===== src/rtl/carrier_cal_pkg.sv =====
package carrier_cal_pkg;

    typedef enum logic [1:0] {
        CAL_IDLE,
        CAL_RUN,
        CAL_LOCK
    } cal_state_e;

    typedef enum logic [1:0] {
        ADC_IDLE,
        ADC_INT,
        ADC_DEINT
    } adc_state_e;

endpackage


===== src/rtl/ds_adc_seq.sv =====
module ds_adc_seq
    import carrier_cal_pkg::*;
#(
    parameter int INT_CYCLES = 256,
    parameter int CNT_W      = 10
) (
    input  logic             clk,
    input  logic             rst_n,
    input  logic             clear_i,
    input  logic             go_i,
    input  logic             cmp_i,
    output logic             int_en_o,
    output logic             deint_en_o,
    output logic             done_o,
    output logic [CNT_W-1:0] result_o
);

    localparam int TMR_W = $clog2(INT_CYCLES + 1);
    localparam logic [TMR_W-1:0] TMR_LAST = TMR_W'(INT_CYCLES - 1);
    localparam logic [CNT_W-1:0] CNT_MAX  = {CNT_W{1'b1}};

    typedef struct packed {
        adc_state_e       state;
        logic [TMR_W-1:0] timer;
        logic [CNT_W-1:0] cnt;
        logic             done;
        logic [CNT_W-1:0] result;
    } seq_t;

    seq_t seq_d, seq_q;

    always_comb begin
        seq_d      = seq_q;
        seq_d.done = 1'b0;
        if (clear_i) begin
            seq_d.state = ADC_IDLE;
            seq_d.timer = '0;
            seq_d.cnt   = '0;
        end else begin
            case (seq_q.state)
                ADC_IDLE: begin
                    if (go_i) begin
                        seq_d.state = ADC_INT;
                        seq_d.timer = '0;
                    end
                end
                ADC_INT: begin
                    if (seq_q.timer == TMR_LAST) begin
                        seq_d.state = ADC_DEINT;
                        seq_d.cnt   = '0;
                    end else begin
                        seq_d.timer = seq_q.timer + 1'b1;
                    end
                end
                ADC_DEINT: begin
                    if (cmp_i || seq_q.cnt == CNT_MAX) begin
                        seq_d.state  = ADC_IDLE;
                        seq_d.done   = 1'b1;
                        seq_d.result = seq_q.cnt;
                    end else begin
                        seq_d.cnt = seq_q.cnt + 1'b1;
                    end
                end
                default: seq_d.state = ADC_IDLE;
            endcase
        end
    end

    always_ff @(posedge clk or negedge rst_n) begin
        if (!rst_n) begin
            seq_q <= '{state: ADC_IDLE, timer: '0, cnt: '0, done: 1'b0, result: '0};
        end else begin
            seq_q <= seq_d;
        end
    end

    assign int_en_o   = (seq_q.state == ADC_INT);
    assign deint_en_o = (seq_q.state == ADC_DEINT);
    assign done_o     = seq_q.done;
    assign result_o   = seq_q.result;

    // the integrate phase hands over straight to de-integration
    assert_int_handover_R2: assert property (@(posedge clk) disable iff (!rst_n)
        (int_en_o && seq_q.timer == TMR_LAST && !clear_i) |=> (deint_en_o && !int_en_o))
        else $error("integrate phase did not hand over to de-integration");

    // a tripped comparator ends de-integration on the next edge with a result
    assert_deint_stop_R3: assert property (@(posedge clk) disable iff (!rst_n)
        (deint_en_o && cmp_i && !clear_i) |=> (!deint_en_o && done_o && result_o == $past(seq_q.cnt)))
        else $error("de-integration did not stop on comparator trip");

    // the counter saturates rather than wrapping
    assert_no_overflow_R4: assert property (@(posedge clk) disable iff (!rst_n)
        (deint_en_o && seq_q.cnt == CNT_MAX && !clear_i) |=> (!deint_en_o && done_o && result_o == CNT_MAX))
        else $error("de-integrate counter passed saturation");

endmodule


===== src/rtl/peak_keeper.sv =====
module peak_keeper #(
    parameter int CODE_W = 6,
    parameter int CNT_W  = 10
) (
    input  logic              clk,
    input  logic              rst_n,
    input  logic              clear_i,
    input  logic              upd_i,
    input  logic [CODE_W-1:0] code_i,
    input  logic [CNT_W-1:0]  val_i,
    output logic [CODE_W-1:0] best_code_o
);

    typedef struct packed {
        logic [CODE_W-1:0] code;
        logic [CNT_W-1:0]  val;
    } peak_t;

    peak_t pk_d, pk_q;

    always_comb begin
        pk_d = pk_q;
        if (clear_i) begin
            pk_d.code = '0;
            pk_d.val  = '0;
        end else if (upd_i && val_i > pk_q.val) begin
            pk_d.code = code_i;
            pk_d.val  = val_i;
        end
    end

    always_ff @(posedge clk or negedge rst_n) begin
        if (!rst_n) begin
            pk_q <= '{code: '0, val: '0};
        end else begin
            pk_q <= pk_d;
        end
    end

    assign best_code_o = pk_q.code;

    // the stored maximum never falls between restarts
    assert_max_monotone_R6: assert property (@(posedge clk) disable iff (!rst_n)
        !clear_i |=> pk_q.val >= $past(pk_q.val))
        else $error("stored maximum decreased");

    // a count that does not beat the maximum leaves the kept code alone
    assert_tie_keeps_low_R6: assert property (@(posedge clk) disable iff (!rst_n)
        (upd_i && !clear_i && val_i <= pk_q.val) |=> $stable(pk_q.code))
        else $error("kept code changed without a strictly larger count");

endmodule


===== src/rtl/carrier_cal_ctrl.sv =====
module carrier_cal_ctrl
    import carrier_cal_pkg::*;
#(
    parameter int CODE_W     = 6,
    parameter int INT_CYCLES = 256,
    parameter int CNT_W      = 10
) (
    input  logic              clk,
    input  logic              rst_n,
    input  logic              start_i,
    input  logic              cmp_i,
    output logic [CODE_W-1:0] dco_code_o,
    output logic              int_en_o,
    output logic              deint_en_o,
    output logic              locked_o
);

    localparam logic [CODE_W-1:0] CODE_LAST = {CODE_W{1'b1}};

    typedef struct packed {
        cal_state_e        state;
        logic [CODE_W-1:0] code;
        logic              go;
    } ctl_t;

    ctl_t ctl_d, ctl_q;

    logic              adc_done;
    logic [CNT_W-1:0]  adc_result;
    logic [CODE_W-1:0] best_code;
    logic              meas_upd;

    ds_adc_seq #(
        .INT_CYCLES (INT_CYCLES),
        .CNT_W      (CNT_W)
    ) i_adc (
        .clk        (clk),
        .rst_n      (rst_n),
        .clear_i    (start_i),
        .go_i       (ctl_q.go),
        .cmp_i      (cmp_i),
        .int_en_o   (int_en_o),
        .deint_en_o (deint_en_o),
        .done_o     (adc_done),
        .result_o   (adc_result)
    );

    assign meas_upd = adc_done && (ctl_q.state == CAL_RUN);

    peak_keeper #(
        .CODE_W (CODE_W),
        .CNT_W  (CNT_W)
    ) i_peak (
        .clk         (clk),
        .rst_n       (rst_n),
        .clear_i     (start_i),
        .upd_i       (meas_upd),
        .code_i      (ctl_q.code),
        .val_i       (adc_result),
        .best_code_o (best_code)
    );

    always_comb begin
        ctl_d    = ctl_q;
        ctl_d.go = 1'b0;
        if (start_i) begin
            ctl_d.state = CAL_RUN;
            ctl_d.code  = '0;
            ctl_d.go    = 1'b1;
        end else if (meas_upd) begin
            if (ctl_q.code == CODE_LAST) begin
                ctl_d.state = CAL_LOCK;
            end else begin
                ctl_d.code = ctl_q.code + 1'b1;
                ctl_d.go   = 1'b1;
            end
        end
    end

    always_ff @(posedge clk or negedge rst_n) begin
        if (!rst_n) begin
            ctl_q <= '{state: CAL_IDLE, code: '0, go: 1'b0};
        end else begin
            ctl_q <= ctl_d;
        end
    end

    assign locked_o   = (ctl_q.state == CAL_LOCK);
    assign dco_code_o = locked_o ? best_code : ctl_q.code;

    // each finished conversion advances the sweep by exactly one code
    assert_sweep_step_R5: assert property (@(posedge clk) disable iff (!rst_n)
        (meas_upd && !start_i && ctl_q.code != CODE_LAST) |=> (dco_code_o == $past(ctl_q.code) + 1'b1 && !locked_o))
        else $error("sweep did not step to the next code");

    // lock holds steady with no converter activity
    assert_lock_hold_R7: assert property (@(posedge clk) disable iff (!rst_n)
        (locked_o && !start_i) |=> (locked_o && $stable(dco_code_o) && !int_en_o && !deint_en_o))
        else $error("locked output moved without a restart");

    // restart abandons everything and returns to code 0
    assert_restart_R8: assert property (@(posedge clk) disable iff (!rst_n)
        start_i |=> (!locked_o && dco_code_o == '0 && !int_en_o && !deint_en_o))
        else $error("restart did not clear the sweep");

endmodule


===== config.mk =====
export PLATFORM = sky130hd
export DESIGN_NAME = carrier_cal_ctrl
export DESIGN_NICKNAME = d
export VERILOG_FILES = /design/src/rtl/carrier_cal_pkg.sv /design/src/rtl/ds_adc_seq.sv /design/src/rtl/peak_keeper.sv /design/src/rtl/carrier_cal_ctrl.sv
export SDC_FILE = /design/constraint.sdc
export NUM_CORES = 1
export LEC_CHECK = 0
export CORE_MARGIN = 2
export CORE_UTILIZATION = 60
export CTS_CLUSTER_DIAMETER = 120
export DETAILED_ROUTE_END_ITERATION = 10
export PLACE_DENSITY = 0.9
export SLEW_MARGIN = 20
export SYNTH_ARGS = -nofsm -noshare
export SYNTH_HDL_FRONTEND = slang
export SYNTH_HIERARCHICAL = 1
export SYNTH_SLANG_ARGS = --single-unit

===== constraint.sdc =====
create_clock -name clk -period 4.3 [get_ports clk]
set_clock_uncertainty 0.05 [all_clocks]
set_input_delay 0.645 -clock clk [delete_from_list [all_inputs] [get_ports clk]]
set_output_delay 0.645 -clock clk [all_outputs]
set_load 0.02 [all_outputs]

==> metrics, run 1 <==
outcome=finished clean; antenna viol nets, final=0; WP data arrival=2.01 ns; Post-Route Setup TNS=0 ns; Post-synth top cells=57 x dfrtp_1, 39 x nand2b_1, 22 x inv_1; Yosys top cell area share=41.2%; Post-Synth Simple-Gate Area=19.5%; worst r2r src=i_adc/seq_q[21]$_DFFE_PN0P_; clk_lat worst skew=0.33 ns; CTS Buffer Depth=2; Layout Nets=351; drt total wl=6500 um; n_diodes=0; Post-synth EDFFs=0; clock root buffer=clkbuf_8; Unique masters post-synth=61; number of global-route vias before repair=2434; slowest CP cell=clkdlybuf4s50_1; largest vdd supply drop=0.226 mV; most frequent cell after synthesis=dfrtp_1; Synth Instances=332; register area=1430 sq um; Die ar.=6390 sq um; vias per cell=5.95; Worst Reg2Reg Path Length in Cells=9; fin crit share=62.9%; number of hold buffers added after CTS=0; Core Footprint=5540 sq um; Die Wd=80.0 um; # resized after CTS=0; Least-Margin Pin Slew=1.04 ns; port bufs=12; initial antenna violation count=0; post-place setup slack=1.43 ns; placed insts=391; reg2reg end=i_adc/seq_q[14]$_DFFE_PN0P_; largest fanout on the critical path=7; # IOs=13; CTS tree=done; CP max stage delay=0.54 ns; Main synth FF type=dfrtp_1; setup ws final=1.59 ns; H-Tree Level Count=3; Tmin final=2.71 ns; Placement Cell Area=3470 sq um; worst path required time=3.61 ns; Core Rows=27; Die H=80.0 um; GPL Wtd Cong=0.897; WS Path Type=flop to primary output; synthesized area=3460 sq um; Power Total=1.17 mW; largest family of logic cells by synthesized area=simple AND/OR/NAND/NOR gates; Mapped Nets=353; clk sink count=57; multiplexer share of the synthesized area=11.1%; DR pass1 iterations=4; Yosys Warn Count=6; RSZ-0062 raised after global routing=false; cell taking the most area after synthesis=dfrtp_1; largest net degree at the start of global routing=38; Setup crit end kind=primary output; setup slack, reg-to-reg=1.79 ns; total number of vias=2421; pwr/cell area=316 nW/um^2; Leak=1.54 nW; remaining global-route overflow=0; first-pass GRT wire length=11600 um; highest clock rate=370 MHz; GRT Overall Usage=23.4%; crit-path cells=nor2_2, mux2_2, clkdlybuf4s50_1; DR iter-0 viols=200; Clock transition at path regs=0.06 ns; Fin. Hold Viols=0; detailed-route DRC error count=0; post-route cell area=3700 sq um; Hold Crit Class=input port to asynchronous set/reset pin; mean post-synth cell area=10.4 sq um; number of synthesized register bits=57; Area Growth Syn to Fin=6.90%; Synth async-reset ratio=100%; Seq/Total Area, Yosys=41.2%; adder-cell area share of the yosys netlist=6.14%; top post-synthesis cells by area=dfrtp_1 41%, nand2b_1 7.0%, ha_1 6.1%; relative slew slack=30.8%; fillers=438; initial core utilization=62.5%; area of the multi-input gates=1740 sq um; layout cells sized above 1=15.5%; TritonCTS Buffers=9; startpoint types=flop; post-DR wirelength/cell=16.0 um; Compound-Gate Fraction of Synth Area=13.6%; non-filler cells, final=407; Post-Synth XOR/XNOR Area=0%; final setup fails=0; Setup Fix Bufs, Post-CTS=0; half-perimeter wire length after placement=4370 um; Final Max Slew Viols=0; # Max-Cap Violations=0
worst max-delay path by stage:
stage / slack (ns) / endpoint / start / cells past startpoint
2_1_floorplan: 2.13 / i_adc/seq_q[19]$_DFFE_PN0P_ / i_adc/seq_q[21]$_DFFE_PN0P_ / 10
3_3_place_gp: 1.55 / i_adc/seq_q[28]$_DFFE_PN0P_ / start_i / 6
3_5_place_dp: 1.43 / i_adc/seq_q[28]$_DFFE_PN0P_ / start_i / 6
4_1_cts: 1.55 / dco_code_o[1] / ctl_q[7]$_DFFE_PN0P_ / 3
5_1_grt: 1.48 / dco_code_o[2] / ctl_q[8]$_DFFE_PN0P_ / 4
6_report: 1.59 / dco_code_o[1] / ctl_q[7]$_DFFE_PN0P_ / 3
cells by family after synthesis:
group,after synthesis
simple gates,110
buf+inv,50
compound gates,62
fa+ha+maj,17
flops,57
mux,36
critical path, delay by kind of cell, from the launching register on:
kind | cells | cell delay, ns
buffers and inverters | 1 | 0.54
DFF | 1 | 0.43
muxes | 1 | 0.39
and+or+nand+nor | 1 | 0.32
state kept, by name, indices dropped and copies added, names as in the netlist:
signal and flops:
i_peak/best_code_o 6, i_adc/seq_q 21, i_adc/done_o 1, i_adc/result_o 10
i_peak/pk_q 10, ctl_q 9
cell type report:
type / instances / share of cell area [%]
Clock buffer: 15 / 5.31
Clock inverter: 1 / 0.811
Inverter: 23 / 2.33
Multi-Input combinational cell: 225 / 47.1
Sequential cell: 57 / 38.5
Tap cell: 72 / 2.43
Timing Repair Buffer: 14 / 3.52
cell usage in the layout, fill, tap and decap left out, types with 3 or more instances in the layout:
cell and count:
a21oi_1 9, a311oi_1 3, a31oi_1 4, clkbuf_8 14, clkdlybuf4s50_1 11, dfrtp_1 57
ha_1 17, inv_1 22, mux2_1 4, mux2_2 15, mux2i_1 17, nand2_1 15
nand2b_1 39, nand3_1 14, nand4_1 5, nor2_1 8, nor2b_1 5, o21ai_0 11
o311ai_0 6, o31ai_1 8, or2_2 3
power breakdown:
group | switching, mW | internal [mW]
sequential | 0.00307 | 0.540
combinational | 0.0519 | 0.0261
clock | 0.202 | 0.347
layer usage:
layer | track usage [%] | part of all wire, %
met3 | 5.54 | 3.6
met5 | 0 | 0
met4 | 8.14 | 0.72
met2 | 36.9 | 48
met1 | 31.6 | 48
metrics by stage:
stage | util (%) | hold WS [ns]
after CTS | 66.8 | 0.387
after floorplan | - | 0.299
final | 66.8 | 0.352
after global placement | 62.7 | 0.411
after detailed placement | 62.7 | 0.426
after global routing | 66.8 | 0.437
Power figures use the tool's default switching activity.
==> run 2, diff against run 1 <==
--- a/config.mk
+++ b/config.mk
@@ -6,10 +6,10 @@
 export NUM_CORES = 1
 export LEC_CHECK = 0
 export CORE_MARGIN = 2
-export CORE_UTILIZATION = 60
+export CORE_UTILIZATION = 55
 export CTS_CLUSTER_DIAMETER = 120
 export DETAILED_ROUTE_END_ITERATION = 10
-export PLACE_DENSITY = 0.9
+export PLACE_DENSITY = 0.87
 export SLEW_MARGIN = 20
 export SYNTH_ARGS = -nofsm -noshare
 export SYNTH_HDL_FRONTEND = slang
==> constraint.sdc (replaced) <==
create_clock -name clk -period 2.3 [get_ports clk]
set_clock_uncertainty 0.05 [all_clocks]
set_input_delay 0.345 -clock clk [delete_from_list [all_inputs] [get_ports clk]]
set_output_delay 0.345 -clock clk [all_outputs]
set_load 0.02 [all_outputs]
==> metrics, run 2 (synthesis gave the netlist of run 1 again) <==
detailed-route DRC error count=0; clk_lat worst skew=0.33 ns; most common cell after layout, fill and taps aside=dfrtp_1; Tmin final=2.21 ns; initial antenna violation count=0; Worst Reg2Reg Path Length in Cells=9; first-pass GRT wire length=11300 um; setup ws final=0.0891 ns; Die H=83.3 um; largest vdd supply drop=0.516 mV; largest fanout on the critical path=5; DR iter-0 viols=97; Post-Route Setup TNS=0 ns; CP max stage delay=0.52 ns; startpoint types=flop; WP data arrival=2.43 ns; Least-Margin Pin Slew=0.712 ns; port bufs=12; CTS Buffer Depth=2; Clock transition at path regs=0.07 ns; Core Footprint=5990 sq um; commonest non-fill, non-tap cells in the layout=57 x dfrtp_1, 38 x nand2b_1, 22 x inv_1; vias per cell=5.98; remaining global-route overflow=0; layout cells sized above 1=23.2%; clk sink count=57; GRT Overall Usage=19.8%; Layout Nets=365; Die Wd=83.3 um; GPL Wtd Cong=0.917; CP Depth=9; Hold Crit Class=input port to asynchronous set/reset pin; Area Growth Syn to Fin=12.1%; Setup crit end kind=flop; post-DR wirelength/cell=16.3 um; met2 Usage GRT=32.8%; largest net degree at the start of global routing=58; Leak=1.68 nW; setup slack, reg-to-reg=0.09 ns; post-place setup slack=0.00421 ns; Crit. Startpoint=i_adc/seq_q[22]$_DFFE_PN0P_; GR Util met3=6.56%; slowest CP cell=or4b_1; DR pass1 iterations=5; number of global-route vias before repair=2415; clock root buffer=clkbuf_8; worst path required time=2.51 ns; total number of vias=2536; crit-path cells=ha_2, and3_4, nand3_2, nor2_1, ha_2, nand2b_4, nand3_2, or4b_1, nand3_1; Biggest register=i_adc/seq_q; fillers=456; Core Rows=28; outcome=finished clean; relative slew slack=52.5%; CP delay by family, top=simple AND/OR/NAND/NOR gates; Fin Hold WS=0.111 ns; number of hold buffers added after CTS=0; # Max-Cap Violations=0; pwr/cell area=565 nW/um^2; final setup fails=0; reg2reg end=i_adc/seq_q[18]$_DFFE_PN0P_; WS Path Type=flop to flop; Die ar.=6950 sq um; register area=1430 sq um; CP Capture Point=i_adc/seq_q[18]$_DFFE_PN0P_; CTS tree=done; global routing usage on met1=25.5%; CP bufs+invs=0; # IOs=13; half-perimeter wire length after placement=4420 um; Fin. Hold Viols=0; initial core utilization=57.8%; TritonCTS Buffers=9; antenna viol nets, final=0; drt total wl=6910 um; highest clock rate=452 MHz; worst r2r src=i_adc/seq_q[22]$_DFFE_PN0P_; Largest register FFs=21; area of the multi-input gates=1820 sq um; H-Tree Level Count=3; GRT busiest layer=met2; Final Max Slew Viols=0; n_diodes=0; fin crit share=96.1%
==> run 2: worst register-to-register path, cell delays in order, from the launching register on <==
cell and delay, ns:
dfrtp_1 0.38, ha_2 0.21, and3_4 0.20, nand3_2 0.08
nor2_1 0.12, ha_2 0.20, nand2b_4 0.16, nand3_2 0.11
or4b_1 0.52, nand3_1 0.11
==> run 2: per-stage QoR <==
stage	power, mW	instance area [sq um]	std cells	util, %
2_1_floorplan	1.12	3460	332	-
3_3_place_gp	1.18	3530	401	58.9
3_5_place_dp	1.19	3530	401	58.9
4_1_cts	2.20	3770	420	63.0
5_1_grt	2.27	3880	424	64.8
6_report	2.19	3880	424	64.8
==> run 2: cell type report <==
cell class | count | share of cell area (%)
multi-input combinational | 225 | 47.0
sequential | 57 | 36.8
timing repair buffer | 28 | 6.16
clock buffer | 10 | 3.29
tap | 75 | 2.42
inverter | 23 | 2.23
clock inverter | 6 | 2.13
==> run 2: what timing repair did <==
item / 4_1_cts / 5_1_grt
gates resized for setup: 7 / 19
buffers inserted: 3 / 4
pin swaps: 1 / 3
setup endpoints to repair: 11 / 15
==> run 2: power by group <==
group          internal [mW]  switching [mW]  total [mW]  leakage [nW]
clock network          0.604           0.392       0.996         0.106
registers               1.01         0.00564        1.01         0.788
logic                 0.0671           0.113       0.181         0.783
total                   1.68           0.511        2.19          1.68
==> run 2: worst min-delay path by stage <==
stage | depth (start not counted) | startpoint | slack [ns] | to
5_1_grt | 2 | rst_n | 0.16 | i_adc/seq_q[15]$_DFFE_PN0P_
6_report | 2 | rst_n | 0.11 | i_adc/result_o[9]$_DFFE_PN0P_
3_5_place_dp | 1 | i_adc/seq_q[28]$_DFFE_PN0P_ | 0.43 | i_adc/seq_q[28]$_DFFE_PN0P_
3_3_place_gp | 2 | i_adc/seq_q[29]$_DFFE_PN0P_ | 0.42 | i_adc/seq_q[29]$_DFFE_PN0P_
2_1_floorplan | 0 | rst_n | -0.0006 | ctl_q[0]$_DFF_PN0_
4_1_cts | 2 | rst_n | 0.12 | i_adc/seq_q[30]$_DFFE_PN0P_
==> run 2: per-layer routing <==
layer  vias to the layer above  part of all wire [%]
met5                         -                     0
met4                         0                   1.1
met3                         9                   5.4
met2                        68                    50
met1                      1248                    44
li1                       1211                     -
